<file path="config.mk">
export PLATFORM = sky130hd
export DESIGN_NAME = dma_blk_seq
export DESIGN_NICKNAME = d
export VERILOG_FILES = /design/src/rtl/dma_seq_pkg.sv /design/src/rtl/dma_side_addr.sv /design/src/rtl/dma_desc_fetch.sv /design/src/rtl/dma_irq_flag.sv /design/src/rtl/dma_blk_seq.sv
export SDC_FILE = /design/constraint.sdc
export NUM_CORES = 1
export LEC_CHECK = 0
export CAP_MARGIN = 20
export CELL_PAD_IN_SITES_DETAIL_PLACEMENT = 1
export CELL_PAD_IN_SITES_GLOBAL_PLACEMENT = 1
export CORE_UTILIZATION = 41
export DETAILED_ROUTE_END_ITERATION = 7
export PLACE_DENSITY = 0.89
export RECOVER_POWER = 50
export SYNTH_ARGS = -nofsm -noshare
export SYNTH_HDL_FRONTEND = slang
export SYNTH_SLANG_ARGS = --single-unit
</file>
<file path="constraint.sdc">
create_clock -name clk -period 6.3 [get_ports clk]
set_input_delay 0.63 -clock clk [delete_from_list [all_inputs] [get_ports clk]]
set_output_delay 0.63 -clock clk [all_outputs]
set_load 0.03 [all_outputs]
</file>
<file path="src/rtl/dma_seq_pkg.sv">
package dma_seq_pkg;
    typedef enum logic [1:0] {
        NB_CONTIG = 2'd0,
        NB_RELOAD = 2'd1,
        NB_CHAIN  = 2'd2
    } nb_mode_e;

    typedef enum logic [1:0] {
        ST_IDLE  = 2'd0,
        ST_FETCH = 2'd1,
        ST_ISSUE = 2'd2,
        ST_WAIT  = 2'd3
    } seq_state_e;
endpackage

</file>
<file path="src/rtl/dma_side_addr.sv">
module dma_side_addr
    import dma_seq_pkg::*;
#(
    parameter int AW = 32
) (
    input  logic          clk,
    input  logic          rst_n,
    input  logic          load_init,
    input  logic [AW-1:0] init_addr,
    input  logic          advance,
    input  logic [AW-1:0] cur_len,
    input  logic          desc_load,
    input  logic [AW-1:0] desc_addr,
    input  logic [1:0]    mode,
    output logic [AW-1:0] addr
);
    logic [AW-1:0] init_q;
    logic [AW-1:0] addr_q;

    always_ff @(posedge clk or negedge rst_n) begin
        if (!rst_n) begin
            init_q <= '0;
            addr_q <= '0;
        end else if (load_init) begin
            init_q <= init_addr;
            addr_q <= init_addr;
        end else if (desc_load && mode == NB_CHAIN) begin
            addr_q <= desc_addr;
        end else if (advance) begin
            case (mode)
                NB_RELOAD: addr_q <= init_q;
                NB_CHAIN:  addr_q <= addr_q;
                default:   addr_q <= addr_q + cur_len;
            endcase
        end
    end

    assign addr = addr_q;

    AST_RELOAD_RETURNS: assert property (@(posedge clk) disable iff (!rst_n)
        (advance && !load_init && mode == NB_RELOAD) |=> addr == $past(init_q));
    AST_CONTIG_STEPS: assert property (@(posedge clk) disable iff (!rst_n)
        (advance && !load_init && !desc_load && mode == NB_CONTIG)
            |=> addr == $past(addr) + $past(cur_len));
endmodule

</file>
<file path="src/rtl/dma_desc_fetch.sv">
module dma_desc_fetch #(
    parameter int AW = 32,
    parameter int NW = 4
) (
    input  logic          clk,
    input  logic          rst_n,
    input  logic          load_ptr,
    input  logic [AW-1:0] ptr_init,
    input  logic          go,
    output logic          rd_valid,
    output logic [AW-1:0] rd_addr,
    input  logic          rd_ready,
    input  logic [AW-1:0] rd_data,
    output logic [NW-1:0] word_stb,
    output logic          fetch_done,
    output logic          next_zero
);
    localparam int IW = $clog2(NW);
    localparam logic [IW-1:0] LAST = IW'(NW - 1);

    logic [IW-1:0] idx_q;
    logic [AW-1:0] ptr_q;
    logic          hs;

    assign rd_valid   = go;
    assign rd_addr    = ptr_q + AW'({idx_q, 2'b00});
    assign hs         = go && rd_ready;
    assign fetch_done = hs && idx_q == LAST;

    always_comb begin
        word_stb = '0;
        if (hs) word_stb[idx_q] = 1'b1;
    end

    always_ff @(posedge clk or negedge rst_n) begin
        if (!rst_n) begin
            idx_q     <= '0;
            ptr_q     <= '0;
            next_zero <= 1'b0;
        end else if (load_ptr) begin
            idx_q     <= '0;
            ptr_q     <= ptr_init;
            next_zero <= 1'b0;
        end else if (hs) begin
            idx_q <= (idx_q == LAST) ? '0 : idx_q + 1'b1;
            if (idx_q == LAST) begin
                ptr_q     <= rd_data;
                next_zero <= (rd_data == '0);
            end
        end
    end

    AST_RD_ADDR_HELD: assert property (@(posedge clk) disable iff (!rst_n)
        (rd_valid && !rd_ready && !load_ptr) |=> $stable(rd_addr));
endmodule

</file>
<file path="src/rtl/dma_irq_flag.sv">
module dma_irq_flag (
    input  logic clk,
    input  logic rst_n,
    input  logic set,
    input  logic clr,
    input  logic en,
    output logic flag,
    output logic irq
);
    always_ff @(posedge clk or negedge rst_n) begin
        if (!rst_n)   flag <= 1'b0;
        else if (set) flag <= 1'b1;
        else if (clr) flag <= 1'b0;
    end

    assign irq = flag && en;

    AST_FLAG_STICKY: assert property (@(posedge clk) disable iff (!rst_n)
        (flag && !clr) |=> flag);
    AST_SET_WINS: assert property (@(posedge clk) disable iff (!rst_n)
        set |=> flag);
endmodule

</file>
<file path="src/rtl/dma_blk_seq.sv">
module dma_blk_seq
    import dma_seq_pkg::*;
#(
    parameter int AW = 32,
    parameter int CW = 8
) (
    input  logic          clk,
    input  logic          rst_n,
    input  logic          ch_start,
    input  logic [AW-1:0] cfg_src_addr,
    input  logic [AW-1:0] cfg_dst_addr,
    input  logic [AW-1:0] cfg_blk_len,
    input  logic [AW-1:0] cfg_next_ptr,
    input  logic [CW-1:0] cfg_blk_count,
    input  logic [1:0]    cfg_src_mode,
    input  logic [1:0]    cfg_dst_mode,
    input  logic          irq_en,
    input  logic          irq_clr,
    output logic          ch_en,
    output logic          blk_start,
    output logic [AW-1:0] blk_src,
    output logic [AW-1:0] blk_dst,
    output logic [AW-1:0] blk_len,
    input  logic          blk_done,
    output logic          rd_valid,
    output logic [AW-1:0] rd_addr,
    input  logic          rd_ready,
    input  logic [AW-1:0] rd_data,
    output logic          irq_flag,
    output logic          irq
);
    localparam int NSIDE = 2;
    localparam int NWORD = 4;
    localparam int LEN_WORD = 2;

    seq_state_e state_q, state_d;
    logic [1:0]    mode_q [NSIDE];
    logic [1:0]    cfg_mode [NSIDE];
    logic [AW-1:0] cfg_addr [NSIDE];
    logic [AW-1:0] side_addr [NSIDE];
    logic [CW-1:0] count_q, done_cnt_q;
    logic [AW-1:0] len_q;
    logic [NWORD-1:0] word_stb;
    logic start_acc, fetch_go, fetch_done, next_zero;
    logic advance, finish, last_blk, chain_any, chain_cfg;

    assign cfg_mode[0] = cfg_src_mode;
    assign cfg_mode[1] = cfg_dst_mode;
    assign cfg_addr[0] = cfg_src_addr;
    assign cfg_addr[1] = cfg_dst_addr;

    assign chain_any = mode_q[0] == NB_CHAIN || mode_q[1] == NB_CHAIN;
    assign chain_cfg = cfg_src_mode == NB_CHAIN || cfg_dst_mode == NB_CHAIN;
    assign last_blk  = ({1'b0, done_cnt_q} + 1'b1 >= {1'b0, count_q})
                     || (chain_any && next_zero);

    // state register
    always_ff @(posedge clk or negedge rst_n) begin
        if (!rst_n) state_q <= ST_IDLE;
        else        state_q <= state_d;
    end

    // next state
    always_comb begin
        state_d = state_q;
        unique case (state_q)
            ST_IDLE:  if (ch_start) state_d = chain_cfg ? ST_FETCH : ST_ISSUE;
            ST_FETCH: if (fetch_done) state_d = ST_ISSUE;
            ST_ISSUE: state_d = ST_WAIT;
            ST_WAIT:  if (blk_done) begin
                          if (last_blk)       state_d = ST_IDLE;
                          else if (chain_any) state_d = ST_FETCH;
                          else                state_d = ST_ISSUE;
                      end
        endcase
    end

    // decoded controls
    always_comb begin
        start_acc = 1'b0;
        fetch_go  = 1'b0;
        blk_start = 1'b0;
        advance   = 1'b0;
        finish    = 1'b0;
        unique case (state_q)
            ST_IDLE:  start_acc = ch_start;
            ST_FETCH: fetch_go  = 1'b1;
            ST_ISSUE: blk_start = 1'b1;
            ST_WAIT:  begin
                          advance = blk_done && !last_blk;
                          finish  = blk_done && last_blk;
                      end
        endcase
    end

    always_ff @(posedge clk or negedge rst_n) begin
        if (!rst_n) begin
            ch_en      <= 1'b0;
            count_q    <= '0;
            done_cnt_q <= '0;
            len_q      <= '0;
            mode_q[0]  <= NB_CONTIG;
            mode_q[1]  <= NB_CONTIG;
        end else begin
            if (start_acc) begin
                ch_en      <= 1'b1;
                count_q    <= cfg_blk_count;
                done_cnt_q <= '0;
                len_q      <= cfg_blk_len;
                mode_q[0]  <= cfg_src_mode;
                mode_q[1]  <= cfg_dst_mode;
            end else begin
                if (finish)  ch_en <= 1'b0;
                if (advance) done_cnt_q <= done_cnt_q + 1'b1;
                if (word_stb[LEN_WORD]) len_q <= rd_data;
            end
        end
    end

    for (genvar g = 0; g < NSIDE; g++) begin : g_side
        dma_side_addr #(.AW(AW)) i_side (
            .clk       (clk),
            .rst_n     (rst_n),
            .load_init (start_acc),
            .init_addr (cfg_addr[g]),
            .advance   (advance),
            .cur_len   (len_q),
            .desc_load (word_stb[g]),
            .desc_addr (rd_data),
            .mode      (mode_q[g]),
            .addr      (side_addr[g])
        );
    end

    dma_desc_fetch #(.AW(AW), .NW(NWORD)) i_fetch (
        .clk        (clk),
        .rst_n      (rst_n),
        .load_ptr   (start_acc),
        .ptr_init   (cfg_next_ptr),
        .go         (fetch_go),
        .rd_valid   (rd_valid),
        .rd_addr    (rd_addr),
        .rd_ready   (rd_ready),
        .rd_data    (rd_data),
        .word_stb   (word_stb),
        .fetch_done (fetch_done),
        .next_zero  (next_zero)
    );

    dma_irq_flag i_irq (
        .clk   (clk),
        .rst_n (rst_n),
        .set   (finish),
        .clr   (irq_clr),
        .en    (irq_en),
        .flag  (irq_flag),
        .irq   (irq)
    );

    assign blk_src = side_addr[0];
    assign blk_dst = side_addr[1];
    assign blk_len = len_q;

    AST_START_NEEDS_EN: assert property (@(posedge clk) disable iff (!rst_n)
        blk_start |-> ch_en);
    AST_FETCH_ONLY_CHAINED: assert property (@(posedge clk) disable iff (!rst_n)
        rd_valid |-> (ch_en && chain_any));
    AST_END_RAISES_FLAG: assert property (@(posedge clk) disable iff (!rst_n)
        $fell(ch_en) |-> irq_flag);
    AST_NO_START_AFTER_END: assert property (@(posedge clk) disable iff (!rst_n)
        finish |=> !blk_start);
endmodule

</file>
* Yosys cells after proc, flatten, opt, wreduce, memory -nomap -nowiden *
Index checks and enable logic that the tools add are counted.

word-level totals
  bits in registers = 219
  input port bits = 179
  logic and storage cells = 106

operators by class
  add/subtract/negate cells = 6
  order comparisons = 3
  eq/ne operators = 15
  multiplexer cells = 40
  reduce and logical (&&, ||, !) cells = 27

operator list
  operator               number
  $mux W32               11
  $pmux W32 S2           2
  $add A32 B32 Y32       2
  $add A32 B4 Y32        1
  $logic_not A32 Y1      1
  $mux W2                9
  $mux W8                2
  $eq A2 B2 Y1 const B   7
  $mux W1                13
  $reduce_bool A2 Y1     6
  $add A8 B1 Y9 const B  1
  $ge A9 B8 Y1           1
  $logic_and A1 B1 Y1    9
  $add A8 B1 Y8 const B  1
  $pmux W2 S4            1
  $eq A2 B1 Y1 const B   3
  $ne A2 B2 Y1 const B   3
  $ne A3 B1 Y1 const B   2
  $reduce_and A2 Y1      3
  $reduce_bool A3 Y1     2
  $logic_or A1 B1 Y1     3
  $lt A2 B3 Y1 const B   1
  $mux W3                1
  $reduce_and A3 Y1      1
  5 further kinds        5

* Longest topological paths before layout *
  word-level depth = 10
  depth in mapped cells = 14

* By module *
Synthesis repeated with hierarchy kept, for this count alone.

unflattened totals
  cell total of the unflattened synthesis = 1650
  area, all modules = 14687.8 µm²

by module, submodules not included
  module                             instances  cells each  area each (µm²)
  dma_side_addr at g_side[0].i_side  1          566         4815.9
  dma_side_addr at g_side[1].i_side  1          528         4625.7
  dma_blk_seq                        1          299         2870.3
  dma_desc_fetch                     1          253         2333.5
  dma_irq_flag                       1          4           42.5

* Worst setup path after synthesis *
No wires, ideal clock.

  path type = register -> output
  from = register i_fetch.idx_q[0]
  to = output port rd_addr[28]
  arrival time = 2521 ps
  slack = 3149 ps
  stages on the path, launching flop included = 11
  path buffers = 1
  cell sequence = dfrtp_1 > ha_1 > inv_1 > fa_1 > nor2_1 > and4_1 > clkbuf_1 > nand3_1 > nor2_1 > nand3_1 > xnor2_1

on the way
  word-level cells in the longest chain between the ends = 1

RTL lines
  element                 RTL line              text
  start, declared         dma_desc_fetch.sv:21  logic [IW-1:0] idx_q;
  start signal, assigned  dma_desc_fetch.sv:45  idx_q <= (idx_q == LAST) ? '0 : idx_q + 1'b1;
  $add A32 B4 Y32         dma_desc_fetch.sv:26  assign rd_addr = ptr_q + AW'({idx_q, 2'b00});
  end, declared           dma_blk_seq.sv:26     output logic [AW-1:0] rd_addr,

No other way between the ends.

* Final worst setup path *
  from = register state_q[0]
  to = register g_side[1].i_side.addr_q[20]

on the way
  word-level cells in the longest chain between the ends = 7

RTL lines
  element                                                                RTL line              text
  start, declared                                                        dma_blk_seq.sv:36     seq_state_e state_q, state_d;
  start signal, assigned                                                 dma_blk_seq.sv:60     else state_q <= state_d;
  $eq A2 B1 Y1                                                           dma_blk_seq.sv:85     unique case (state_q)
  $mux W1                                                                dma_blk_seq.sv:85
  $logic_and A1 B1 Y1                                                    dma_desc_fetch.sv:27  assign hs = go && rd_ready;
  $mux W3                                                                dma_desc_fetch.sv:32  if (hs) word_stb[idx_q] = 1'b1;
  $logic_and A1 B1 Y1                                                    dma_side_addr.sv:27   end else if (desc_load && mode == NB_CHAIN) begin
  $ne A3 B1 Y1 (no source line) (tied with other cells)                  -
  $reduce_and A2 Y1 (no source line) / $mux W32 (equally long branches)  -
  end signal, assigned                                                   dma_side_addr.sv:26   addr_q <= init_addr;
  end signal, assigned                                                   dma_side_addr.sv:28   addr_q <= desc_addr;
  end signal, assigned                                                   dma_side_addr.sv:31   NB_RELOAD: addr_q <= init_q;
  end, declared                                                          dma_side_addr.sv:18   logic [AW-1:0] addr_q;

Several ways; a longest one is shown, not always the timed one.
A chain may end at the register's enable or synchronous reset.

==> impl_metrics.tcl <==
set metrics [dict create \
    dp_slack_ns 2.162 \
    synth-seq-cells 219 \
    ant_nets 0 \
    final_cells 2500 \
    whs_path_depth 2 \
    seq_area_frac_synth_pct 37.78 \
    cts_setup_buffers 0 \
    synth.distinct_cells 67 \
    initial_utilization_pct 41.78 \
    cts_buffers 27 \
    dp_hpwl_microns 45240 \
    rr_endpoint "g_side[1].i_side.addr[20]" \
    hold-path-endpoint "g_side[0].i_side.init_q[8]" \
    tritoncts "yes" \
    netlist_area_sq_mm 0.01450 \
    synth_compound_area_share_pct 21.40 \
    syn_inst 1761 \
    wl_per_cell_microns 24.76 \
    seq_power_share_pct 23.7 \
    p_clk_share_pct 14.0 \
    cp.required_ns 6.77 \
    hold_ws_ns 0.4796 \
    violations "capacitance limit, slew limit" \
    end_kind "register" \
    slew_violations 272 \
    synth_flop_cell "dfrtp_1" \
    final_area_sq_mm 0.01890 \
    synth_top_family_by_area "compound AO/OA/AOI/OAI gates" \
    die_w_microns 190.1 \
    nets 2283 \
    grt_pass1_vias 15870 \
    clockBufferDepth 3 \
    clkLatencyLatePin_ns 0.55 \
    dr_total_vias 15370 \
    max_slew_margin_pct -133.3 \
    wl_microns 61890 \
    p_leak_nw 8.423 \
    port_buffers 311 \
    antenna_found_initial 4 \
    drive_gt1_share_pct 3.818 \
    area_delta_synth_final_pct 30.30 \
    globalplace.congestion 0.9415 \
    worst_slack_ns 1.723 \
    die_area_sq_mm 0.03613 \
    post_drt_via_cell_ratio 6.148 \
    dr.pass1.iters 5 \
    cts_root_buf "clkbuf_16" \
    synthesis.nets 2020 \
    synth-adder-area-share_pct 7.057 \
    cts.clk_slew.worst_paths_ns 0.06 \
    core_sq_mm 0.03471 \
    cellPowerDensity_mw_per_mm2 636.5 \
    setup_violations 0 \
    fin_crit_sh_pct 72.65 \
    reg2reg_from "state_q[0]" \
    final_core_util_pct 54.44 \
    final_hold_viol_count 0 \
    grt_overflow_total 0 \
    synth_xor_area_share_pct 4.891 \
    dp_cells 2450 \
    numClockSinks 219 \
    fmax_mhz 218.5 \
    status "complete, but fails checks" \
    ctsResizeCount 0 \
    cts_hold_buf 0 \
    path_max_fanout 141 \
    peakVddDrop_v 0.0003566 \
    cts.htree.levels 1 \
    dieHeight_microns 190.1 \
    finalSetupTns_ns 0 \
    fin_skew_ns 0.01361 \
    synthSimpleGateAreaFrac_pct 20.70 \
    netSwitchingFraction_pct 49.27 \
    synth_edf_count 0 \
    rsz0062_at_grt "no" \
    r2r_slack_ns 1.72 \
    placed_area_sq_mm 0.01799 \
    synth_mux_area_share_pct 4.848 \
    crit_arrival_ns 5.04 \
    avgSynthCellArea_sq_um 8.236 \
    p_total_mw 12.03 \
    p_comb_share_pct 62.2 \
    worst-slew-pin-transition_ns 3.500 \
    p_sw_mw 5.927 \
    grt_max_degree 142 \
    ff2ff_path_depth 7 \
    criticalPathCategory "register to register" \
    min_period_ns 4.577 \
    drt_iter0_markers 1141 \
    max-cap-violations 2 \
    start_kind "register" \
    hp-start "g_side[0].i_side.init_q[8]" \
    async_flop_share_pct 100.0 \
    hold_path_class "register to register" \
    ys_warn_count 0 \
    grt_pass1_wl_microns 93920 \
    track_usage_pct 33.88 \
    drc 0 \
    rows 68 \
    ios 312 \
    p_int_mw 6.102 \
]
-- worst max path at each step --
stage / slack, ns / startpoint / end / cells past startpoint
6_report: 1.72 / state_q[0] / g_side[1].i_side.addr[20] / 7
5_1_grt: 1.54 / state_q[0] / g_side[1].i_side.addr[20] / 7
4_1_cts: 1.82 / i_fetch.idx_q[0] / rd_addr[26] / 9
3_5_place_dp: 2.16 / done_cnt_q[0] / g_side[1].i_side.addr[28] / 12
3_3_place_gp: 2.31 / done_cnt_q[0] / g_side[1].i_side.addr[28] / 12
2_1_floorplan: 3.15 / i_fetch.idx_q[0] / rd_addr[28] / 10
-- area by class of cell --
class / count / area [sq um]
diodes: 2 / 5.005
fillers: 4074 / 15820
clock inverters: 11 / 185.2
inverters: 26 / 97.59
repair buffers: 329 / 3231
multi-input cells: 1421 / 8567
flip-flops and latches: 219 / 5480
clock buffers: 37 / 763.2
well taps: 455 / 569.3
-- placed cells by master (no fill, tap or decap), drive strengths merged, types with 5 or more instances in the layout --
cell type      instances
nand4                 19
or3                   10
a21oi                 95
inv                   26
xor2                  36
mux2i                 68
buf                   14
nand2                405
nand3                 50
a21o                  33
and2                  10
o311ai                 5
o211ai                51
a221oi                 9
nor4                  10
clkbuf                42
xnor2                 45
o21ai                169
ha                    77
nand2b                11
dfrtp                219
a31oi                 37
a211oi                24
a22oi                 11
nor3                  27
o22a                   5
clkdlybuf4s50        306
nor2b                 17
o22ai                  8
and3                  17
bufinv                 5
nor2                 107
o21a                  11
-- synth_stat cells (all sizes together) (33+ instances only) --
master / number / area [sq um]
clkbuf: 68 / 255.2
dfrtp: 219 / 5480
o21ai: 169 / 845.8
nor2: 107 / 409.1
o211ai: 51 / 382.9
mux2i: 68 / 680.7
xor2: 36 / 315.3
a31oi: 37 / 231.5
nand2: 405 / 1520
a21o: 33 / 247.7
a21oi: 95 / 479.2
nand3: 50 / 250.2
ha: 77 / 963.4
xnor2: 45 / 394.1
-- worst max-delay path: stages, from the launching register on --
cell      delay, ns
dfrtp_1        0.46
nand2b_1       0.22
nor2_1         0.21
clkbuf_2       2.25
nand2_1        0.63
o21ai_0        0.28
a31oi_1        0.13
a21oi_1        0.21
-- sequential cells by signal, indices dropped and copies added (netlist names) --
| signal | cells |
|---|---|
| i_irq.flag | 1 |
| blk_len | 32 |
| g_side.i_side.addr | 64 |
| ch_en | 1 |
| i_fetch.ptr_q | 32 |
| count_q | 8 |
| g_side.i_side.init_q | 64 |
| i_fetch.idx_q | 2 |
| done_cnt_q | 8 |
| state_q | 2 |
| i_fetch.next_zero | 1 |
| mode_q | 4 |
-- layer usage --
layer	up-vias	GRT usage, %	wire, microns
li1	6827	-	-
met1	7682	41.99	24660
met2	682	57.76	29760
met3	175	4.796	4282
met4	4	16.25	3155
met5	-	0	32
-- power by group through the flow --
stage          Sequential (mW)  Combinational (mW)  Clock [mW]
2_1_floorplan             3.09                4.48           0
3_3_place_gp              2.82                7.02           0
3_5_place_dp              2.85                7.33           0
4_1_cts                   2.84                7.43        1.71
5_1_grt                   2.90                8.14        1.75
6_report                  2.86                7.48        1.69
-- kinds of logic after synthesis --
| logic type | after synthesis |
|---|---|
| simple gates | 694 |
| mux | 70 |
| flops | 219 |
| buf+inv | 121 |
| compound gates | 496 |
| xor+xnor | 81 |
| fa+ha+maj | 80 |
(Power assumes the default switching activity.)
